--- config.mk ---
export PLATFORM = sky130hd
export DESIGN_NAME = pw_hdr_classifier
export DESIGN_NICKNAME = d
export VERILOG_FILES = /design/src/rtl/pwc_pkg.sv /design/src/rtl/pwc_byte_match.sv /design/src/rtl/pwc_type_decode.sv /design/src/rtl/pw_hdr_classifier.sv
export SDC_FILE = /design/constraint.sdc
export NUM_CORES = 1
export LEC_CHECK = 0
export ABC_AREA = 1
export BUFFER_PORTS_ARGS = -buffer_cell sky130_fd_sc_hd__buf_2
export CAP_MARGIN = 20
export CELL_PAD_IN_SITES_DETAIL_PLACEMENT = 0
export CELL_PAD_IN_SITES_GLOBAL_PLACEMENT = 2
export CORE_AREA = 2 2 153 155
export CTS_CLUSTER_SIZE = 40
export DETAILED_ROUTE_END_ITERATION = 7
export DIE_AREA = 0 0 155 157
export PLACE_DENSITY_LB_ADDON = 0.1
export SYNTH_ARGS = -nofsm -noshare
export SYNTH_HDL_FRONTEND = slang
export SYNTH_SLANG_ARGS = --single-unit
export TNS_END_PERCENT = 20
--- constraint.sdc ---
create_clock -name clk -period 3.3 [get_ports clk]
set_clock_uncertainty 0.15 [all_clocks]
set_input_delay 0.495 -clock clk [delete_from_list [all_inputs] [get_ports clk]]
set_output_delay 0.495 -clock clk [all_outputs]
set_load 0.05 [all_outputs]
--- src/rtl/pwc_pkg.sv ---
package pwc_pkg;
    localparam int MAC_BYTES     = 6;
    localparam int POS_W         = $clog2(MAC_BYTES);
    localparam int CNT_W         = 6;
    localparam int OFS_W         = 8;
    localparam int N_KEYS        = 3;
    localparam int KEY_W         = MAC_BYTES * 8;
    localparam int SNAP_BYTES    = 6;
    localparam int IP4_PROTO_IDX = 9;
    localparam int IP6_NH_IDX    = 6;
    localparam int IP6_HDR_LEN   = 40;

    localparam logic [15:0] ET_IP4   = 16'h0800;
    localparam logic [15:0] ET_IP6   = 16'h86DD;
    localparam logic [15:0] ET_MEF   = 16'h88D8;
    localparam logic [15:0] MAX_LEN  = 16'd1500;
    localparam logic [7:0]  PR_UDP   = 8'd17;
    localparam logic [7:0]  PR_L2TP  = 8'd115;

    typedef enum logic [1:0] {
        VK_PW   = 2'd0,
        VK_CPU  = 2'd1,
        VK_DROP = 2'd2
    } verdict_e;

    typedef enum logic [2:0] {
        PW_MEF8  = 3'd0,
        PW_MFA8  = 3'd1,
        PW_UDP4  = 3'd2,
        PW_UDP6  = 3'd3,
        PW_L2TP4 = 3'd4,
        PW_L2TP6 = 3'd5
    } pw_e;

    typedef enum logic [2:0] {
        TC_MEF, TC_MFA, TC_IP4, TC_IP6, TC_LEN, TC_OTHER
    } tclass_e;

    typedef enum logic [2:0] {
        S_IDLE, S_DA, S_SA, S_TYPE, S_TCI, S_SNAP, S_IP4, S_IP6
    } walk_e;
endpackage

--- src/rtl/pwc_byte_match.sv ---
module pwc_byte_match
    import pwc_pkg::*;
#(
    parameter int NK = N_KEYS,
    parameter int KB = MAC_BYTES,
    parameter int PW = POS_W
) (
    input  logic [7:0]         byte_in,
    input  logic [PW-1:0]      pos,
    input  logic [NK*KB*8-1:0] keys,
    output logic [NK-1:0]      hit
);
    localparam int KW = KB * 8;

    for (genvar k = 0; k < NK; k++) begin : g_key
        logic [KW-1:0] key_v;
        logic [7:0]    sel_v;
        assign key_v = keys[k*KW +: KW];
        always_comb begin
            sel_v = '0;
            for (int b = 0; b < KB; b++) begin
                if (pos == PW'(b)) sel_v = key_v[(KB-1-b)*8 +: 8];
            end
        end
        assign hit[k] = (sel_v == byte_in);
    end
endmodule

--- src/rtl/pwc_type_decode.sv ---
module pwc_type_decode
    import pwc_pkg::*;
(
    input  logic [15:0] tval,
    input  logic [15:0] mfa_etype,
    output tclass_e     cls
);
    always_comb begin
        if (tval == ET_MEF)          cls = TC_MEF;
        else if (tval == mfa_etype)  cls = TC_MFA;
        else if (tval == ET_IP4)     cls = TC_IP4;
        else if (tval == ET_IP6)     cls = TC_IP6;
        else if (tval <= MAX_LEN)    cls = TC_LEN;
        else                         cls = TC_OTHER;
    end
endmodule

--- src/rtl/pw_hdr_classifier.sv ---
module pw_hdr_classifier
    import pwc_pkg::*;
(
    input  logic              clk,
    input  logic              rst_n,
    input  logic              in_valid,
    input  logic              in_sof,
    input  logic              in_eof,
    input  logic [7:0]        in_data,
    input  logic [47:0]       cfg_addr0,
    input  logic [47:0]       cfg_addr1,
    input  logic [15:0]       cfg_tpid_inner,
    input  logic [15:0]       cfg_tpid_outer,
    input  logic [15:0]       cfg_mfa_etype,
    input  logic [1:0]        cfg_ip_mode,
    input  logic              cfg_da_to_cpu,
    input  logic              cfg_type_to_cpu,
    input  logic              cfg_proto_to_cpu,
    output logic              out_valid,
    output logic [1:0]        out_kind,
    output logic [2:0]        out_pw_type,
    output logic [OFS_W-1:0]  out_hdr_ofs
);
    typedef struct packed {
        walk_e             st;
        logic [CNT_W-1:0]  cnt;
        logic [OFS_W-1:0]  idx;
        logic [N_KEYS-1:0] hit;
        logic [7:0]        hi;
        logic              seen_out;
        logic              seen_in;
        logic              snap;
        logic [3:0]        ihl;
        logic [OFS_W-1:0]  ipst;
        logic              ov;
        verdict_e          ok;
        pw_e               opw;
        logic [OFS_W-1:0]  oofs;
    } cls_t;

    cls_t q, n;

    logic [N_KEYS-1:0]       hit_now;
    logic [POS_W-1:0]        mpos;
    logic [N_KEYS*KEY_W-1:0] keyset;
    logic [15:0]             tval;
    tclass_e                 tcls;

    assign mpos   = in_sof ? '0 : q.cnt[POS_W-1:0];
    assign keyset = {{KEY_W{1'b1}}, cfg_addr1, cfg_addr0};
    assign tval   = {q.hi, in_data};

    pwc_byte_match #(.NK(N_KEYS), .KB(MAC_BYTES), .PW(POS_W)) u_match (
        .byte_in (in_data),
        .pos     (mpos),
        .keys    (keyset),
        .hit     (hit_now)
    );

    pwc_type_decode u_tdec (
        .tval      (tval),
        .mfa_etype (cfg_mfa_etype),
        .cls       (tcls)
    );

    function automatic logic [7:0] snap_expect(input logic [CNT_W-1:0] c);
        if (c < CNT_W'(2))       return 8'hAA;
        else if (c == CNT_W'(2)) return 8'h03;
        else                     return 8'h00;
    endfunction

    logic             emit;
    verdict_e         ek;
    pw_e              ep;
    logic [OFS_W-1:0] eo;
    verdict_e         type_fail;
    verdict_e         proto_fail;

    assign type_fail  = cfg_type_to_cpu  ? VK_CPU : VK_DROP;
    assign proto_fail = cfg_proto_to_cpu ? VK_CPU : VK_DROP;

    always_comb begin
        n    = q;
        n.ov = 1'b0;
        emit = 1'b0;
        ek   = VK_DROP;
        ep   = PW_MEF8;
        eo   = '0;
        if (in_valid && in_sof) begin
            n.ov       = (q.st != S_IDLE) || in_eof;
            n.ok       = VK_DROP;
            n.opw      = PW_MEF8;
            n.oofs     = '0;
            n.st       = in_eof ? S_IDLE : S_DA;
            n.cnt      = CNT_W'(1);
            n.idx      = OFS_W'(1);
            n.hit      = hit_now;
            n.seen_out = 1'b0;
            n.seen_in  = 1'b0;
            n.snap     = 1'b0;
        end else if (in_valid && q.st != S_IDLE) begin
            n.idx = q.idx + OFS_W'(1);
            case (q.st)
                S_DA: begin
                    n.hit = q.hit & hit_now;
                    if (q.cnt == CNT_W'(MAC_BYTES - 1)) begin
                        if (|(q.hit & hit_now)) begin
                            n.st  = S_SA;
                            n.cnt = '0;
                        end else begin
                            emit = 1'b1;
                            ek   = cfg_da_to_cpu ? VK_CPU : VK_DROP;
                        end
                    end else begin
                        n.cnt = q.cnt + CNT_W'(1);
                    end
                end
                S_SA: begin
                    if (q.cnt == CNT_W'(MAC_BYTES - 1)) begin
                        n.st  = S_TYPE;
                        n.cnt = '0;
                    end else begin
                        n.cnt = q.cnt + CNT_W'(1);
                    end
                end
                S_TYPE: begin
                    if (q.cnt == '0) begin
                        n.hi  = in_data;
                        n.cnt = CNT_W'(1);
                    end else begin
                        n.cnt = '0;
                        if (!q.snap && !q.seen_in && !q.seen_out &&
                            tval == cfg_tpid_outer && cfg_tpid_outer != cfg_tpid_inner) begin
                            n.seen_out = 1'b1;
                            n.st       = S_TCI;
                        end else if (!q.snap && !q.seen_in && tval == cfg_tpid_inner) begin
                            n.seen_in = 1'b1;
                            n.st      = S_TCI;
                        end else if (q.seen_out && !q.seen_in) begin
                            emit = 1'b1;
                            ek   = type_fail;
                        end else begin
                            case (tcls)
                                TC_LEN: begin
                                    if (!q.snap) begin
                                        n.st = S_SNAP;
                                    end else begin
                                        emit = 1'b1;
                                        ek   = type_fail;
                                    end
                                end
                                TC_MEF: begin
                                    emit = 1'b1;
                                    ek   = VK_PW;
                                    ep   = PW_MEF8;
                                    eo   = q.idx + OFS_W'(1);
                                end
                                TC_MFA: begin
                                    emit = 1'b1;
                                    ek   = VK_PW;
                                    ep   = PW_MFA8;
                                    eo   = q.idx + OFS_W'(1);
                                end
                                TC_IP4: begin
                                    if (cfg_ip_mode[0]) begin
                                        n.st   = S_IP4;
                                        n.ipst = q.idx + OFS_W'(1);
                                    end else begin
                                        emit = 1'b1;
                                        ek   = type_fail;
                                    end
                                end
                                TC_IP6: begin
                                    if (cfg_ip_mode[1]) begin
                                        n.st   = S_IP6;
                                        n.ipst = q.idx + OFS_W'(1);
                                    end else begin
                                        emit = 1'b1;
                                        ek   = type_fail;
                                    end
                                end
                                default: begin
                                    emit = 1'b1;
                                    ek   = type_fail;
                                end
                            endcase
                        end
                    end
                end
                S_TCI: begin
                    if (q.cnt == '0) begin
                        n.cnt = CNT_W'(1);
                    end else begin
                        n.cnt = '0;
                        n.st  = S_TYPE;
                    end
                end
                S_SNAP: begin
                    if (in_data != snap_expect(q.cnt)) begin
                        emit = 1'b1;
                        ek   = type_fail;
                    end else if (q.cnt == CNT_W'(SNAP_BYTES - 1)) begin
                        n.cnt  = '0;
                        n.st   = S_TYPE;
                        n.snap = 1'b1;
                    end else begin
                        n.cnt = q.cnt + CNT_W'(1);
                    end
                end
                S_IP4: begin
                    if (q.cnt == '0) n.ihl = in_data[3:0];
                    if (q.cnt == CNT_W'(IP4_PROTO_IDX)) begin
                        emit = 1'b1;
                        if (in_data == PR_UDP || in_data == PR_L2TP) begin
                            ek = VK_PW;
                            ep = (in_data == PR_UDP) ? PW_UDP4 : PW_L2TP4;
                            eo = q.ipst + (OFS_W'(q.ihl) << 2);
                        end else begin
                            ek = proto_fail;
                        end
                    end else begin
                        n.cnt = q.cnt + CNT_W'(1);
                    end
                end
                S_IP6: begin
                    if (q.cnt == CNT_W'(IP6_NH_IDX)) begin
                        emit = 1'b1;
                        if (in_data == PR_UDP || in_data == PR_L2TP) begin
                            ek = VK_PW;
                            ep = (in_data == PR_UDP) ? PW_UDP6 : PW_L2TP6;
                            eo = q.ipst + OFS_W'(IP6_HDR_LEN);
                        end else begin
                            ek = proto_fail;
                        end
                    end else begin
                        n.cnt = q.cnt + CNT_W'(1);
                    end
                end
                default: ;
            endcase
            if (emit) begin
                n.ov   = 1'b1;
                n.ok   = ek;
                n.opw  = ep;
                n.oofs = eo;
                n.st   = S_IDLE;
            end else if (in_eof) begin
                n.ov   = 1'b1;
                n.ok   = VK_DROP;
                n.opw  = PW_MEF8;
                n.oofs = '0;
                n.st   = S_IDLE;
            end
        end
    end

    always_ff @(posedge clk) begin
        if (!rst_n) begin
            q      <= '0;
            q.st   <= S_IDLE;
            q.ok   <= VK_DROP;
            q.opw  <= PW_MEF8;
        end else begin
            q <= n;
        end
    end

    assign out_valid   = q.ov;
    assign out_kind    = q.ok;
    assign out_pw_type = q.opw;
    assign out_hdr_ofs = q.oofs;


    da_gate_chk: assert property (@(posedge clk) disable iff (!rst_n)
        (q.st == S_DA && in_valid && !in_sof) |=> !(out_valid && out_kind == VK_PW));


    ofs_floor_chk: assert property (@(posedge clk) disable iff (!rst_n)
        (out_valid && out_kind == VK_PW) |-> (out_hdr_ofs >= OFS_W'(2 * MAC_BYTES + 2)));


    quiet_idle_chk: assert property (@(posedge clk) disable iff (!rst_n)
        (q.st == S_IDLE && !(in_valid && in_sof)) |=> !out_valid);


    early_end_chk: assert property (@(posedge clk) disable iff (!rst_n)
        (q.st == S_SA && in_valid && in_eof && !in_sof) |=> (out_valid && out_kind == VK_DROP));
endmodule

-- Word level (Yosys, flattened, before mapping)
Cells that the tools add are included.
- memory bits (read-only): 0
- register bits: 57
- RAM bits: 0
- output and inout bits: 14
- input port bits: 162
- bits in latches: 0
- logic and storage cells: 255
- memories kept: 0
- bitwise gates (word level): 8
- mux-type cells: 133
- add/subtract/negate cells: 4
- shifts and indexed selects: 0
- $lt $le $gt $ge: 2
- multiply operators: 0
- reductions and logical operators: 39
- equal/unequal tests: 53
- divide/modulo/power cells: 0
- operator list (kind ; count):
    $mux W8 ; 39
    $mux W3 ; 24
    $mux W57 ; 1
    $eq A16 B16 Y1 ; 3
    $mux W14 ; 3
    $mux W2 ; 18
    $pmux W6 S6 ; 1
    $eq A16 B16 Y1 const B ; 2
    $mux W1 ; 28
    $ne A5 B5 Y1 const B ; 5
    $eq A8 B8 Y1 ; 3
    $mux W6 ; 4
    $ne A8 B8 Y1 const B ; 3
    $pmux W8 S3 ; 1
    $eq A3 B3 Y1 const B ; 7
    $mux W20 ; 1
    $eq A3 B2 Y1 const B ; 6
    $mux W9 ; 2
    $pmux W3 S3 ; 2
    $eq A16 B12 Y1 const B ; 1
    $le A16 B11 Y1 const B ; 1
    $ne A16 B16 Y1 ; 1
    $pmux W8 S2 ; 1
    $reduce_and A4 Y1 ; 4
    43 further kinds ; 78

-- Longest topological paths before layout
Gate-level depths: netlist of run 1.
- depth in word-level cells: 19
- mapped depth: 21
- depth with buffers taken out: 20

-- By module
Synthesis of run 1 repeated with hierarchy kept, for this count alone.
- cell total of the unflattened synthesis: 1218
- area total of the unflattened synthesis: 6730.2 um^2
- modules (own cells, without submodules) (module ; cells an instance ; seq. area each (um^2) ; times used ; area an instance (um^2)):
    pw_hdr_classifier ; 656 ; 1141.1 ; 1 ; 4292.9
    pwc_byte_match ; 431 ; 0.0 ; 1 ; 1883.1
    pwc_type_decode ; 131 ; 0.0 ; 1 ; 554.3

-- Least setup slack after synthesis of run 1
Ideal clock, no wire load.
- path type: input-to-reg
- from: input in_data[2]
- to: register q (netlist bit out_hdr_ofs[7])
- required time: 3.032 ns
- buffers on the path: 2
- setup time: 0.118 ns
- data arrival time: 2.458 ns
- path slack: 0.575 ns
- cell stages on the path: 18
- path through: buf_4 nor2_1 nand2_1 nor2_1 nand3_1 nand3_1 nand2_1 a21oi_1 nand3_1 o21ai_1 nand2_1 nor2_4 nand3_4 nand2_4 inv_4 buf_6 o21ai_1 nor2_1
- longest elaborated chain between the ends: 17
- elaborated cells between the ends (all ways): 54
- those cells by class: 1 x order compare; 16 x eq/ne; 27 x mux; 1 x bitwise; 9 x reduce/logical
- ends and longest elaborated chain (element ; line ; source):
    from (decl) ; pw_hdr_classifier.sv:9 ; input logic [7:0] in_data,
    $le A16 B11 Y1 ; pwc_type_decode.sv:13 ; else if (tval <= MAX_LEN) cls = TC_LEN;
    $mux W1 ; pwc_type_decode.sv:13 ;
    $mux W3 ; pwc_type_decode.sv:12 ; else if (tval == ET_IP6) cls = TC_IP6;
    $mux W3 ; pwc_type_decode.sv:11 ; else if (tval == ET_IP4) cls = TC_IP4;
    $mux W3 ; pwc_type_decode.sv:10 ; else if (tval == mfa_etype) cls = TC_MFA;
    $mux W3 ; pwc_type_decode.sv:9 ; if (tval == ET_MEF) cls = TC_MEF;
    $eq A3 B2 Y1 / $eq A3 B3 Y1 (equally long branches) ; pw_hdr_classifier.sv:143 ; case (tcls)
    $pmux W1 S3 ; pw_hdr_classifier.sv:143 ;
    $mux W1 ; pw_hdr_classifier.sv:139 ; end else if (q.seen_out && !q.seen_in) begin
    $mux W1 ; pw_hdr_classifier.sv:136 ; end else if (!q.snap && !q.seen_in && tval == cfg_tpid_inner) begin
    $mux W1 ; pw_hdr_classifier.sv:132 ; if (!q.snap && !q.seen_in && !q.seen_out &&
    $mux W1 ; pw_hdr_classifier.sv:127 ; if (q.cnt == '0) begin
    $pmux W1 S5 ; pw_hdr_classifier.sv:103 ; case (q.st)
    $mux W1 ; pw_hdr_classifier.sv:101 ; end else if (in_valid && q.st != S_IDLE) begin
    $mux W1 ; pw_hdr_classifier.sv:89 ; if (in_valid && in_sof) begin
    $reduce_bool A2 Y1 (no line) ; - ;
    $reduce_and A2 Y1 (no line) ; - ;
    to (signal assigned) ; pw_hdr_classifier.sv:264 ; q <= n;
    to (decl) ; pw_hdr_classifier.sv:41 ; cls_t q, n;
Parallel ways exist; a longest one is shown, timed or not. The select of a mux whose other input is x is not followed.
A chain may end at the register's enable or synchronous reset.

-- Worst setup path after layout of run 1
- from: input in_data[0]
- to: register q (netlist bit out_hdr_ofs[4])
The elaborated chain is that of the path after synthesis.

==> results.cfg, run 1 <==
[outcome]
status = completed

[logic_synthesis]
synth.top_cell.area_share = 0.189
synthAdderAreaFrac = 0.0240
synth_area_um2 = 6040
synth_compound_area_frac = 0.159
ys_async_sr_fraction = 0
synth_top_cell_by_area = dfxtp_1
synthMuxAreaShare = 0
synth_edf_count = 0
synth_xor_area_frac = 0.0769
synth_nets = 1203
synth_top_family_by_area = simple AND/OR/NAND/NOR gates
syn_avg_cell_area_um2 = 5.86
syn_inst = 1030
synth-simple-area-share = 0.423
ys_ff_latch = 57
yosysWarningCount = 0
synth.distinct_cells = 46
yosysSeqAreaShare = 0.189
synth-main-ff-cell = dfxtp_1
yosys-top-cells-area = dfxtp_1 (19%), nand2_1 (16%), inv_1 (7.8%)

[sta]
tightest_slew_ns = 0.533
slew_headroom = 0.642
min_period_over_period = 0.892
setup_viol = 0
max_freq_mhz = 340
final_max_slew_viol_count = 0
period_minus_slack_ns = 2.94
hold_viol_final = 0
rsz0062_at_grt = false

[setup_path]
worstSetupPathType = input pin to register
crit_path_start = in_data[0]
cp-end-kind = register
worstPathMaxFanout = 16
r2r_cells = 19
reg2reg_slack_ns = 0.38
required_ns = 3.36
r2r-start = q[35]$_SDFFE_PN0P_
worst_ep_arrival_time_ns = 3.00
rr_endpoint = out_hdr_ofs[4]$_SDFFE_PP0P_
cp-start-kind = input pin

[route]
drt_pre_antenna_iters = 6
viasPerCell = 4.76
drtAntennaViolNets = 0
totalWireLength_um = 25000
vias = 7116
drtIter0Drc = 413
drc = 0
wire_per_inst_um = 16.7

[pwr]
power_mw = 2.77
intPower_mw = 1.75
ir_drop_mv = 0.287
p_seq_frac = 0.283
power.switching_mw = 1.02
sw_frac_of_total = 0.368
p_clk_frac = 0.368
p_leak_nw = 3.79
power_density_nw_per_um2 = 363
p_comb_frac = 0.349

[min_path]
holdCritStartpoint = out_pw_type[2]$_SDFFE_PP0P_
holdPathStages = 2
min_to = out_pw_type[2]$_SDFFE_PP0P_
hp-class = register to register

[global_routing]
gr-usage-all-layers = 0.207
grt_max_degree = 29
grt_overflow = 0
grt_use_met1 = 0.295
antenna_found_initial = 0
top_usage_layer = met2
grt_pass1_wl_um = 39200
grt_pass1_vias = 6947
grt_use_met3 = 0.0262
grt_use_met2 = 0.335

[cts]
path_clk_slew_ns = 0.05
cts_root_buffer = clkbuf_16
ctsHoldBuffers = 0
cts_buffers = 9
cts_tree = built
max-clock-path-buffers = 2
htreeDepth = 3
clock-sinks = 57
clk-insertion-delay-late_ns = 0.33

[floorplan]
rows = 55
io_pins = 176
fp.dieW_um = 155
die_area_um2 = 24300
die_y_um = 157
start_util = 0.268
coreArea_um2 = 22500

[placement]
placed_cells = 1478
gp_congestion = 0.879
io_buffers = 175
hpwl_um = 20300

[final_layout]
utilization = 0.340
area_growth_pct = 26.6
diodes = 0
final_cells = 1495
layout_commonest_cell = nand2_1
fill_cells = 2597
finalNetCount = 1378
most-common-layout-cells = nand2_1 (253), buf_2 (174), inv_1 (124), nor2_1 (107), nand3_1 (91)
layout-drive-gt1-share = 0.219

[job]
maxCapViolCount = 0
per-stage QoR:
| stage | setup TNS (ns) | area [um^2] | hold WS [ns] | setup WS, ns |
|---|---|---|---|---|
| 2_1_floorplan | 0 | 6040 | 0.291 | 0.575 |
| 3_3_place_gp | -0.168 | 7300 | 0.306 | -0.0355 |
| 3_5_place_dp | -0.656 | 7300 | 0.305 | -0.0920 |
| 4_1_cts | 0 | 7620 | 0.314 | 0.262 |
| 5_1_grt | 0 | 7640 | 0.340 | 0.000154 |
| 6_report | 0 | 7640 | 0.308 | 0.357 |
power by group through the flow:
stage	Sequential, mW	Clock (mW)	Combinational, mW
global route	0.792	1.08	1.09
floorplan	0.791	0	0.612
global placement	0.798	0	0.969
CTS	0.782	1.05	0.968
finish	0.784	1.02	0.966
detailed placement	0.797	0	0.963
routing by layer:
layer	vias up	wire length (um)
met4	0	244
met2	160	11300
li1	3731	-
met1	3209	12400
met5	-	0
met3	16	1000
repair_timing:
| action | CTS | global route |
|---|---|---|
| gates resized for setup | 0 | 6 |
| setup endpoints to repair | 0 | 7 |
| buffers inserted | 0 | 1 |
logic make-up after synthesis:
logic type,Yosys count
and+or+nand+nor,560
buffers and inverters,179
AOI/OAI and AO/OA,170
DFF,57
xor gates and xnor gates,53
adders and majority gates,11
state kept, by name (all words and copies together), names as in the netlist:
name         cells
out_hdr_ofs      8
out_kind         2
out_pw_type      3
out_valid        1
q               43
area by class of cell:
class | instances | area, um^2 | area share
Clock buffer | 11 | 243 | 0.0318
Clock inverter | 5 | 78.8 | 0.0103
Inverter | 130 | 494 | 0.0647
Multi-Input combinational cell | 794 | 4130 | 0.540
Sequential cell | 57 | 1140 | 0.150
Tap cell | 285 | 357 | 0.0467
Timing Repair Buffer | 213 | 1200 | 0.157
Yosys cell counts (5+ instances only):
cell type,instances
nand2_1,254
inv_1,125
nor2_1,109
nand3_1,91
a21oi_1,70
dfxtp_1,57
o21ai_0,53
nand4_1,31
xor2_1,27
xnor2_1,26
nor3_1,23
o211ai_1,20
buf_4,17
buf_2,14
clkbuf_1,14
or2_0,11
ha_1,10
or2_2,8
nand3b_1,7
nor4_1,7
nand3_2,6
a31oi_1,5
worst max-delay path by stage:
stage               depth (start not counted)                     endpoint  slack [ns]
floorplan                                  18  out_hdr_ofs[7]$_SDFFE_PP0P_        0.57
global placement                           17  out_hdr_ofs[4]$_SDFFE_PP0P_       -0.04
detailed placement                         17  out_hdr_ofs[4]$_SDFFE_PP0P_       -0.09
CTS                                        17  out_hdr_ofs[4]$_SDFFE_PP0P_        0.26
global route                               20  out_hdr_ofs[3]$_SDFFE_PP0P_      0.0002
finish                                     19  out_hdr_ofs[4]$_SDFFE_PP0P_        0.36
worst max-delay path: stages:
cell and delay [ns]:
buf_2 0.17, inv_1 0.24, nand2_1 0.08, nand2_1 0.06
nor2_1 0.04, nand2_1 0.14, nor2_1 0.06, nand2_1 0.24
nand2_1 0.16, a21oi_1 0.23, nand3_1 0.11, o21ai_1 0.14
nand2_1 0.10, nor2_4 0.20, nand3_4 0.13, nand2_4 0.12
inv_4 0.08, o21ai_0 0.15, a21oi_1 0.06
No activity file was read; power rests on OpenSTA's default activity.
==> run 2: changes to the inputs <==
==> constraint.sdc (replaced) <==
create_clock -name clk -period 3.31 [get_ports clk]
set_clock_uncertainty 0.15 [all_clocks]
set_input_delay 0.4965 -clock clk [delete_from_list [all_inputs] [get_ports clk]]
set_output_delay 0.4965 -clock clk [all_outputs]
set_load 0.05 [all_outputs]
==> run 2 against run 1 <==
- utilization shrank 0.31 points
- critical path depth up 1
- die area did not move
- power is 6.6% lower
- highest routed layer unchanged
==> results.cfg, run 2 (same netlist as run 1, synthesis figures left out) <==
[outcome]
status = completed

[final_layout]
largest_register = q
design_area_um2 = 7570
multi_input_area_um2 = 4130
most-common-layout-cells = nand2_1 (253), buf_2 (175), inv_1 (125), nor2_1 (107), nand3_1 (91)
layout_commonest_cell = nand2_1
layout-drive-gt1-share = 0.216
area_growth_pct = 25.4
finalNetCount = 1377
utilization = 0.337
fill_cells = 2557
largest_register_ffs = 43
seq_area_um2 = 1140

[setup_path]
crit_path_start = in_data[5]
reg2reg_slack_ns = 0.37
cp-end-kind = register
required_ns = 3.37
r2r_cells = 19
worstPathMaxFanout = 16
critPathTopFamily = simple AND/OR/NAND/NOR gates
crit_chain = buf_2, inv_1, nand2_1, nand2_1, nor2_1, nand2_1, nor2_1, nand2_1, nand2_1, nor2_1, nand3b_1, nand2_1, o21ai_1, nand2_1, nor2_4, nand3_4, nand2_4, inv_4, o21ai_0, a21oi_1
cp_common_cell = nand2_1
worst_ep_arrival_time_ns = 3.06
cp-start-kind = input pin
r2r-start = q[35]$_SDFFE_PN0P_
max_stage_delay_ns = 0.24
worstSetupPathType = input pin to register
cp.buffers_inverters = 3
crit_path_top_delay_cell = buf_2
worstSetupPathDepth = 20

[global_routing]
grt_overflow = 0
grt_max_degree = 29
antenna_found_initial = 1
gr-usage-all-layers = 0.204
grt_pass1_wl_um = 38600
grt_pass1_vias = 6880

[pwr]
power.switching_uw = 1000
ir_drop_mv = 0.233
intPower_mw = 1.59
p_leak_nw = 3.76
sw_frac_of_total = 0.386
p_clk_frac = 0.327
p_seq_frac = 0.302
p_comb_frac = 0.371
power_mw = 2.59
power_density_nw_per_um2 = 342

[floorplan]
die_area_um2 = 24300
io_pins = 176
coreArea_um2 = 22500
fp.dieW_um = 155
start_util = 0.268
die_y_um = 157
rows = 55

[route]
vias = 7051
drt_pre_antenna_iters = 5
totalWireLength_um = 24800
drtIter0Drc = 463
drc = 0
wire_per_inst_um = 16.6
drtAntennaViolNets = 0
viasPerCell = 4.72

[job]
maxCapViolCount = 0

[placement]
hpwl_um = 20200
dpl-instance-area_um2 = 7300
pre_cts_ws_ns = -0.0800
io_buffers = 175
gp_congestion = 0.881

[sta]
period_minus_slack_ns = 3.00
fin_setup_tns_ns = 0
min_period_over_period = 0.908
rsz0062_at_grt = false
slew_headroom = 0.617
tightest_slew_ns = 0.569
final_max_slew_viol_count = 0
hold_viol_final = 0
max_freq_mhz = 333
layout_setup_ws_ns = 0.306
setup_viol = 0

[cts]
clock-sinks = 57
max-clock-path-buffers = 2
path_clk_slew_ns = 0.05
clk-insertion-delay-late_ns = 0.33
cts_tree = built
cts_buffers = 9
htreeDepth = 3
cts_root_buffer = clkbuf_16
ctsHoldBuffers = 0

[min_path]
holdCritStartpoint = out_pw_type[2]$_SDFFE_PP0P_
hp-class = register to register
holdPathStages = 2
==> run 2: power groups by stage <==
stage | combinational [mW] | sequential (mW) | clock (mW)
2_1_floorplan | 0.610 | 0.789 | 0
3_3_place_gp | 0.966 | 0.795 | 0
3_5_place_dp | 0.957 | 0.794 | 0
4_1_cts | 0.962 | 0.780 | 0.868
5_1_grt | 1.08 | 0.791 | 0.897
6_report | 0.960 | 0.782 | 0.845
==> run 2: timing repair <==
action | 4_1_cts | 5_1_grt
setup buffers | 0 | 0
setup endpoints to repair | 0 | 10
resized for setup | 0 | 4
==> run 2: per-stage QoR <==
| step | instances | hold slack (ns) |
|---|---|---|
| final | 1494 | 0.309 |
| after global placement | 1478 | 0.305 |
| after floorplan | 1030 | 0.291 |
| after global routing | 1494 | 0.343 |
| after detailed placement | 1478 | 0.306 |
| after CTS | 1493 | 0.317 |
==> run 2: layout make-up <==
class / count / area share
diodes: 1 / 0.000330
clock buffers: 12 / 0.0326
clock inverters: 3 / 0.00231
inverters: 130 / 0.0648
multi-input cells: 794 / 0.545
flip-flops and latches: 57 / 0.151
well taps: 285 / 0.0471
repair buffers: 212 / 0.157
==> run 2: worst paths after layout <==
check | to
max | out_hdr_ofs[4]$_SDFFE_PP0P_
min | out_pw_type[2]$_SDFFE_PP0P_
max reg2reg | out_hdr_ofs[4]$_SDFFE_PP0P_
min reg2reg | out_pw_type[2]$_SDFFE_PP0P_
==> run 2: worst register-to-register path, stage by stage (launching register included) <==
cell and delay (ns):
dfxtp_1 0.48, inv_1 0.17, nand2_1 0.08, nand2_1 0.05, nor2_1 0.11, nand2_1 0.06, nor2_1 0.10, nand2_1 0.20
nand2_1 0.20, nor2_1 0.07, nand3b_1 0.08, nand2_1 0.08, o21ai_1 0.15, nand2_1 0.10, nor2_4 0.20, nand3_4 0.12
nand2_4 0.12, inv_4 0.08, o21ai_0 0.17, a21oi_1 0.05
==> run 2: metal layers <==
metal	track usage	up-vias	part of all wire
met2	0.331	166	0.44
met3	0.0270	22	0.040
met4	0.0578	0	0.019
met1	0.284	3130	0.50
met5	0	-	0
li1	-	3733	-
==> run 3: changes to the inputs <==
--- a/config.mk
+++ b/config.mk
@@ -6,6 +6,7 @@
 export NUM_CORES = 1
 export LEC_CHECK = 0
 export ABC_AREA = 1
+export ABC_CLOCK_PERIOD_IN_PS = 3310
 export BUFFER_PORTS_ARGS = -buffer_cell sky130_fd_sc_hd__buf_2
 export CAP_MARGIN = 20
 export CELL_PAD_IN_SITES_DETAIL_PLACEMENT = 0
==> constraint.sdc (replaced) <==
create_clock -name clk -period 3.31 [get_ports clk]
set_clock_uncertainty 0.15 [all_clocks]
set_input_delay 0.331 -clock clk [delete_from_list [all_inputs] [get_ports clk]]
set_output_delay 0.331 -clock clk [all_outputs]
set_load 0.05 [all_outputs]
==> run 3 against run 2 <==
- via count rose by 0.38%
- sequential power barely moved
- routed wire length barely moved
- count of clock-buffer cells in the layout fell by 2
- cell count rose by 0.13%
- sequential cell count did not move
- power rose by 7.3%
==> results.cfg, run 3 (same netlist as run 1, synthesis figures left out) <==
[floorplan]
die_y_um = 157
coreArea_um2 = 22500
die_area_um2 = 24300
start_util = 0.268
rows = 55
fp.dieW_um = 155
io_pins = 176

[outcome]
status = completed

[route]
viasPerCell = 4.73
drc = 0
drtIter0Drc = 388
drtAntennaViolNets = 0
wire_per_inst_um = 16.6
drt_pre_antenna_iters = 5
totalWireLength_um = 24800
vias = 7078

[sta]
hold_viol_final = 0
min_period_over_period = 0.910
setup_viol = 0
max_freq_mhz = 332
period_minus_slack_ns = 3.01
rsz0062_at_grt = false
final_max_slew_viol_count = 0
layout_setup_ws_ns = 0.297
tightest_slew_ns = 0.543
slew_headroom = 0.635
fin_setup_tns_ns = 0

[cts]
path_clk_slew_ns = 0.05
cts_buffers = 9
ctsHoldBuffers = 0
cts_tree = built
max-clock-path-buffers = 2
cts_root_buffer = clkbuf_16
clk-insertion-delay-late_ns = 0.34
htreeDepth = 3
clock-sinks = 57

[setup_path]
r2r-start = q[32]$_SDFFE_PN0P_
cp-start-kind = input pin
cp-end-kind = register
worstSetupPathType = input pin to register
crit_path_top_delay_cell = nor2_1
r2r_cells = 16
max_stage_delay_ns = 0.32
cp_common_cell = nand3_1
worstPathMaxFanout = 16
crit_chain = buf_2, nor2_1, nand2_1, nor2_1, nand3_1, nand3_1, nand2_2, a21oi_1, nand3_1, o21ai_1, nand2_1, nor2_4, nand3_4, nand2_4, inv_4, o21ai_0, a21oi_1
crit_path_start = in_data[1]
worst_ep_arrival_time_ns = 3.07
required_ns = 3.37

[job]
maxCapViolCount = 0

[global_routing]
grt_max_degree = 29
gr-usage-all-layers = 0.205
grt_overflow = 0
grt_pass1_wl_um = 38400
antenna_found_initial = 0
grt_pass1_vias = 6863

[final_layout]
layout-drive-gt1-share = 0.222
finalNetCount = 1379
largest_register_ffs = 43
design_area_um2 = 7680
diodes = 0
area_growth_pct = 27.2
most-common-layout-cells = nand2_1 (252), buf_2 (175), inv_1 (125), nor2_1 (108), nand3_1 (90)
largest_register = q
layout_commonest_cell = nand2_1
fill_cells = 2527
final_cells = 1496

[min_path]
holdPathStages = 3
holdCritStartpoint = rst_n
hp-class = input pin to register

[placement]
gp_congestion = 0.869
pre_cts_ws_ns = -0.0781
placed_cells = 1480
hpwl_um = 20200
io_buffers = 175
dpl-instance-area_um2 = 7320

[pwr]
power_density_nw_per_um2 = 362
p_leak_nw = 3.81
ir_drop_mv = 0.245
## run 3: metal layers
layer	wire length [um]	vias to the layer above	GRT usage	share of wire
met1	12400	3165	0.285	0.50
met4	255	0	0.0410	0.010
met5	0	-	0	0
met2	11300	153	0.339	0.46
li1	-	3741	-	-
met3	854	19	0.0281	0.034
## run 3: worst paths after layout
path                                 endpoint  slack [ns]
setup / recovery  out_hdr_ofs[3]$_SDFFE_PP0P_        0.30
hold / removal             q[14]$_SDFFE_PN0P_        0.18
setup reg to reg  out_hdr_ofs[3]$_SDFFE_PP0P_        0.34
hold reg to reg   out_pw_type[2]$_SDFFE_PP0P_        0.33
## run 3: report_power, final
part | switching, mW | total [mW] | leakage (nW) | internal [mW]
Clock | 0.352 | 1.03 | 0.159 | 0.681
Combinational | 0.623 | 0.961 | 3.19 | 0.338
Sequential | 0.0474 | 0.782 | 0.464 | 0.734
## run 3: layout make-up
type                       count  area [um^2]  area share
clock buffer                  10          239      0.0311
timing repair buffer         214         1220       0.159
sequential                    57         1140       0.149
clock inverter                 6         90.1      0.0117
inverter                     130          493      0.0642
tap                          285          357      0.0464
multi-input combinational    794         4140       0.539
## run 3: stage by stage
stage | hold WS, ns | total power [mW] | util
6_report | 0.175 | 2.78 | 0.341
5_1_grt | 0.170 | 2.97 | 0.341
4_1_cts | 0.171 | 2.80 | 0.340
3_5_place_dp | 0.317 | 1.75 | 0.325
3_3_place_gp | 0.316 | 1.77 | 0.325
2_1_floorplan | 0.291 | 1.40 | -
## run 3: critical path: cells and delay by family
kind / cells / cell delay [ns]
simple gates: 11 / 1.78
compound gates: 4 / 0.66
buf+inv: 2 / 0.26
## run 3: repair_timing
action / CTS / global route
setup buffers: 0 / 0
gates resized for setup: 0 / 9
endpoints found under the setup margin: 0 / 22
